**src/rtl/radix_updown_counter.sv**
```systemverilog
module radix_updown_counter #(
  parameter int DIGITS   = 2,
  parameter int TICK_DIV = 50_000_000
) (
  input  logic                  clk,
  input  logic                  rst_n,
  input  logic                  clear_btn,
  input  logic                  octal_mode,
  input  logic                  count_down,
  output logic                  tick_o,
  output logic [4*DIGITS-1:0]   digits_o,
  output logic [7*DIGITS-1:0]   seg_n_o
);

  localparam int DW = (TICK_DIV > 1) ? $clog2(TICK_DIV) : 1;

  logic [DW-1:0]   div_q;
  logic            tick;
  logic [1:0]      btn_sync;
  logic            clr;
  logic [3:0]      top_val;
  logic [3:0]      dq [DIGITS];
  logic [DIGITS-1:0] at_end;
  logic [DIGITS-1:0] step_en;
  logic            run;

  assign tick    = (div_q == DW'(TICK_DIV - 1));
  assign tick_o  = tick;
  assign clr     = btn_sync[1];
  assign top_val = octal_mode ? 4'd7 : 4'd9;

  always_ff @(posedge clk or negedge rst_n) begin
    if (!rst_n)    div_q <= '0;
    else if (tick) div_q <= '0;
    else           div_q <= div_q + 1'b1;
  end

  always_ff @(posedge clk or negedge rst_n) begin
    if (!rst_n) btn_sync <= 2'b00;
    else        btn_sync <= {btn_sync[0], clear_btn};
  end

  always_comb begin
    run = tick;
    for (int k = 0; k < DIGITS; k++) begin
      step_en[k] = run;
      run = run & at_end[k];
    end
  end

  function automatic logic [6:0] seg_lit(input logic [3:0] v);
    case (v)
      4'd0:    seg_lit = 7'b0111111;
      4'd1:    seg_lit = 7'b0000110;
      4'd2:    seg_lit = 7'b1011011;
      4'd3:    seg_lit = 7'b1001111;
      4'd4:    seg_lit = 7'b1100110;
      4'd5:    seg_lit = 7'b1101101;
      4'd6:    seg_lit = 7'b1111101;
      4'd7:    seg_lit = 7'b0000111;
      4'd8:    seg_lit = 7'b1111111;
      4'd9:    seg_lit = 7'b1101111;
      default: seg_lit = 7'b0000000;
    endcase
  endfunction

  for (genvar i = 0; i < DIGITS; i++) begin : g_dig
    assign at_end[i] = count_down ? (dq[i] == 4'd0) : (dq[i] == top_val);

    always_ff @(posedge clk or negedge rst_n) begin
      if (!rst_n)                      dq[i] <= 4'd0;
      else if (clr)                    dq[i] <= 4'd0;
      else if (tick && dq[i] > top_val) dq[i] <= 4'd0;
      else if (step_en[i]) begin
        if (count_down) dq[i] <= at_end[i] ? top_val : dq[i] - 4'd1;
        else            dq[i] <= at_end[i] ? 4'd0    : dq[i] + 4'd1;
      end
    end

    assign digits_o[4*i +: 4] = dq[i];
    assign seg_n_o[7*i +: 7]  = ~seg_lit(dq[i]);

    assert_digit_range_R1: assert property (@(posedge clk) disable iff (!rst_n)
      dq[i] <= 4'd9);

    assert_octal_limit_R4: assert property (@(posedge clk) disable iff (!rst_n)
      (tick && octal_mode) |=> dq[i] <= 4'd7);

    assert_hold_between_ticks_R6: assert property (@(posedge clk) disable iff (!rst_n)
      (!tick && !clr) |=> $stable(dq[i]));

    assert_clear_wins_R7: assert property (@(posedge clk) disable iff (!rst_n)
      clr |=> dq[i] == 4'd0);
  end

  if (TICK_DIV > 1) begin : g_tick_chk
    assert_tick_single_R6: assert property (@(posedge clk) disable iff (!rst_n)
      tick |=> !tick);
  end

endmodule

```
**config.mk**
```make
export PLATFORM = sky130hd
export DESIGN_NAME = radix_updown_counter
export DESIGN_NICKNAME = d
export VERILOG_FILES = /design/src/rtl/radix_updown_counter.sv
export SDC_FILE = /design/constraint.sdc
export NUM_CORES = 1
export LEC_CHECK = 0
export BUFFER_PORTS_ARGS = -buffer_cell sky130_fd_sc_hd__buf_2
export CAP_MARGIN = 10
export CORE_AREA = 10 10 79 81
export DETAILED_ROUTE_END_ITERATION = 10
export DIE_AREA = 0 0 89 91
export PLACE_DENSITY_LB_ADDON = 0.25
export SYNTH_ARGS = -nofsm -noshare
export SYNTH_HDL_FRONTEND = slang
export SYNTH_SLANG_ARGS = --single-unit
```
**constraint.sdc**
```tcl
create_clock -name clk -period 2.1 [get_ports clk]
set_input_delay 0.42 -clock clk [delete_from_list [all_inputs] [get_ports clk]]
set_output_delay 0.42 -clock clk [all_outputs]
set_load 0.05 [all_outputs]
```
==> impl_metrics.yaml <==
outcome:
  outcome: "finished with violations"
  violations: "setup timing"
place:
  io_buffers: 27
  placed_area_um2: 2770
  dp_slack_ns: 0.0220
  dp_hpwl_mm: 4.04
  place.gp.congestion: 0.835
yosys:
  synth_ff_type: "dfrtp_1"
  yosysWarnings: 0
  syn_inst: 272
  synth_seq_cells: 36
  synth_most_common_cell: "dfrtp_1"
  synth_common_cells: "dfrtp_1 (36), nor2_1 (28), nand2_1 (20), nand3_1 (20), ha_1 (19)"
  ys_seq_area_frac: 0.363
  avgSynthCellArea_um2: 9.12
  synth_cell_types: 51
  synth_top_cell_area_share: 0.363
  ys_async_sr_fraction: 1.00
  synth_nets: 296
  synth_area_leader_cell: "dfrtp_1"
  synth_area_leaders: "dfrtp_1 (36%), ha_1 (9.6%), xor2_1 (5.3%)"
  synth_edf_count: 0
  syn_area_um2: 2480
routing:
  vias: 2148
  wl_mm: 5.66
  firstDrtPassIters: 4
  drt_iter0_drc: 65
  drt-wirelength-per-cell_um: 15.1
  viasPerCell: 5.74
  detail-route-antenna-nets: 0
  drc: 0
sta:
  period_share: 1.00
  setup_slack_ns: -0.00513
  rsz0062_at_grt: "yes"
  fin_worst_skew_ns: 0.00269
  timing.final.crit_period_ns: 2.11
  worst_slew_pin_slew_ns: 0.783
  max_slew_margin: 0.478
  fin_setup_tns_ns: -0.00575
  fmax_ghz: 0.475
  hold_viol: 0
  final-setup-viol-count: 2
  slew_viol_final: 0
finish:
  fin_util: 0.648
  fin_area_um2: 3020
  drive_above_1_share: 0.306
  diodes: 0
  final_nets: 343
  nFillCells: 383
  syn2layout_area_growth_pct: 21.6
cts:
  clkTransAtPathRegs_ns: 0.07
  clock_sinks: 36
  cts_hold_buf: 0
  clkLatencyLatePin_ns: 0.28
  max-clock-path-buffers: 2
  cts_buffers: 5
  cts_tree: "done"
  cts_root_buffer: "clkbuf_8"
  cts_max_level: 2
global_route:
  grt_pass1_vias: 2145
  grt_pass1_wl_mm: 9.65
  antenna_found_initial: 0
  grt_max_degree: 37
  grt_usage: 0.142
  grt.overflow.total: 0
worst_hold_path:
  hold_class: "input port to asynchronous set/reset pin"
floorplanning:
  top_level_ports: 28
  die_w_um: 89
  dieArea_um2: 8100
  core_um2: 4660
  start_util: 0.532
  fp.dieH_um: 91
  rows: 25
worst_setup_path:
  crit_start: "div_q[8]"
  path_max_fanout: 4
  worstPathArrival_ns: 1.69
  reg2reg_from: "div_q[8]"
  worstSetupStartpointType: "flop"
  criticalPathCategory: "flop to output pin"
  r2r_setup_slack_ns: 0.13
  endpoint_kind: "output pin"
  worstPathRequired_ns: 1.68
pwr:
  finalPower_mw: 1.25
  power_leakage_nw: 1.45
  p_per_area_nw_per_um2: 414
  ir_worst_vdd_mv: 0.524
run:
  cap_violations: 0
through the flow:
stage,hold WS [ns],instances
6_report,0.210,374
5_1_grt,0.227,374
4_1_cts,0.230,374
3_5_place_dp,0.337,358
3_3_place_gp,0.335,358
2_1_floorplan,0.124,272
final timing paths:
check,cells past startpoint,endpoint
setup / recovery,5,tick_o
hold / removal,1,div_q[14]
setup reg to reg,6,digits_o[6]
hold reg to reg,0,btn_sync[1]
max in group asynchronous,1,digits_o[4]
min in group clk,1,btn_sync[0]
power by group:
group | switching, mW | total (mW) | internal [mW]
Combinational | 0.0370 | 0.0541 | 0.0171
Clock | 0.229 | 0.496 | 0.267
Sequential | 0.00257 | 0.698 | 0.695
Total | 0.268 | 1.25 | 0.980
layer usage:
metal | share of wire | vias up | GRT usage | wire (um)
li1 | - | 1067 | - | -
met1 | 0.45 | 1038 | 0.174 | 2550
met2 | 0.50 | 38 | 0.240 | 2840
met3 | 0.041 | 5 | 0.0295 | 233
met4 | 0.0085 | 0 | 0.0411 | 48
met5 | 0 | - | 0 | 0
placed cells by master (no fill, tap or decap), types with 3 or more instances in the layout:
| cell type | Yosys | final |
|---|---|---|
| or3_1 | 4 | 4 |
| a21oi_1 | 17 | 11 |
| mux2i_1 | 3 | 3 |
| inv_1 | 11 | 7 |
| xor2_1 | 15 | 15 |
| and3_1 | 4 | 4 |
| dfrtp_2 | 0 | 5 |
| nand4_1 | 12 | 12 |
| nand2b_1 | 5 | 5 |
| buf_6 | 4 | 3 |
| a31oi_1 | 4 | 3 |
| xnor2_1 | 9 | 9 |
| nor2_2 | 0 | 7 |
| buf_4 | 1 | 25 |
| nand3_1 | 20 | 19 |
| nor2_1 | 28 | 20 |
| a22o_1 | 3 | 3 |
| ha_1 | 19 | 17 |
| o21ai_0 | 10 | 9 |
| inv_2 | 0 | 4 |
| buf_2 | 2 | 21 |
| clkbuf_8 | 0 | 6 |
| nand2_1 | 20 | 20 |
| a21oi_2 | 0 | 5 |
| dfrtp_1 | 36 | 31 |
cells by family (layout without fill, tap and decap cells):
kind of cell    count (synthesis)  in the layout  synth area share
compound gates                 50             50             0.128
mux                             4              4            0.0166
buf+inv                        21             69            0.0489
flops                          36             36             0.363
fa+ha+maj                      19             19            0.0958
xor+xnor                       24             24            0.0847
simple gates                  118            118             0.263
layout make-up:
type / instances / area (um2) / area share
multi-input combinational: 215 / 1570 / 0.520
sequential: 36 / 907 / 0.301
timing repair buffer: 50 / 342 / 0.113
clock buffer: 8 / 90.1 / 0.0299
tap: 54 / 67.6 / 0.0224
inverter: 11 / 41.3 / 0.0137
repair_timing:
action,CTS,global route
pin swaps,2,2
cloned,0,0
resized for setup,6,25
setup buffers,8,0
endpoints found under the setup margin,6,17
worst max-delay path: stages (launching register included):
cell and delay, ns:
dfrtp_1 0.43, nor4b_2 0.29, nand4_1 0.20, nor4_2 0.17, buf_4 0.17, buf_8 0.14
registers in the layout, summed over array words and instances (netlist names):
signal    cells
btn_sync      2
digits_o      8
div_q        26
Power figures use the tool's default switching activity.
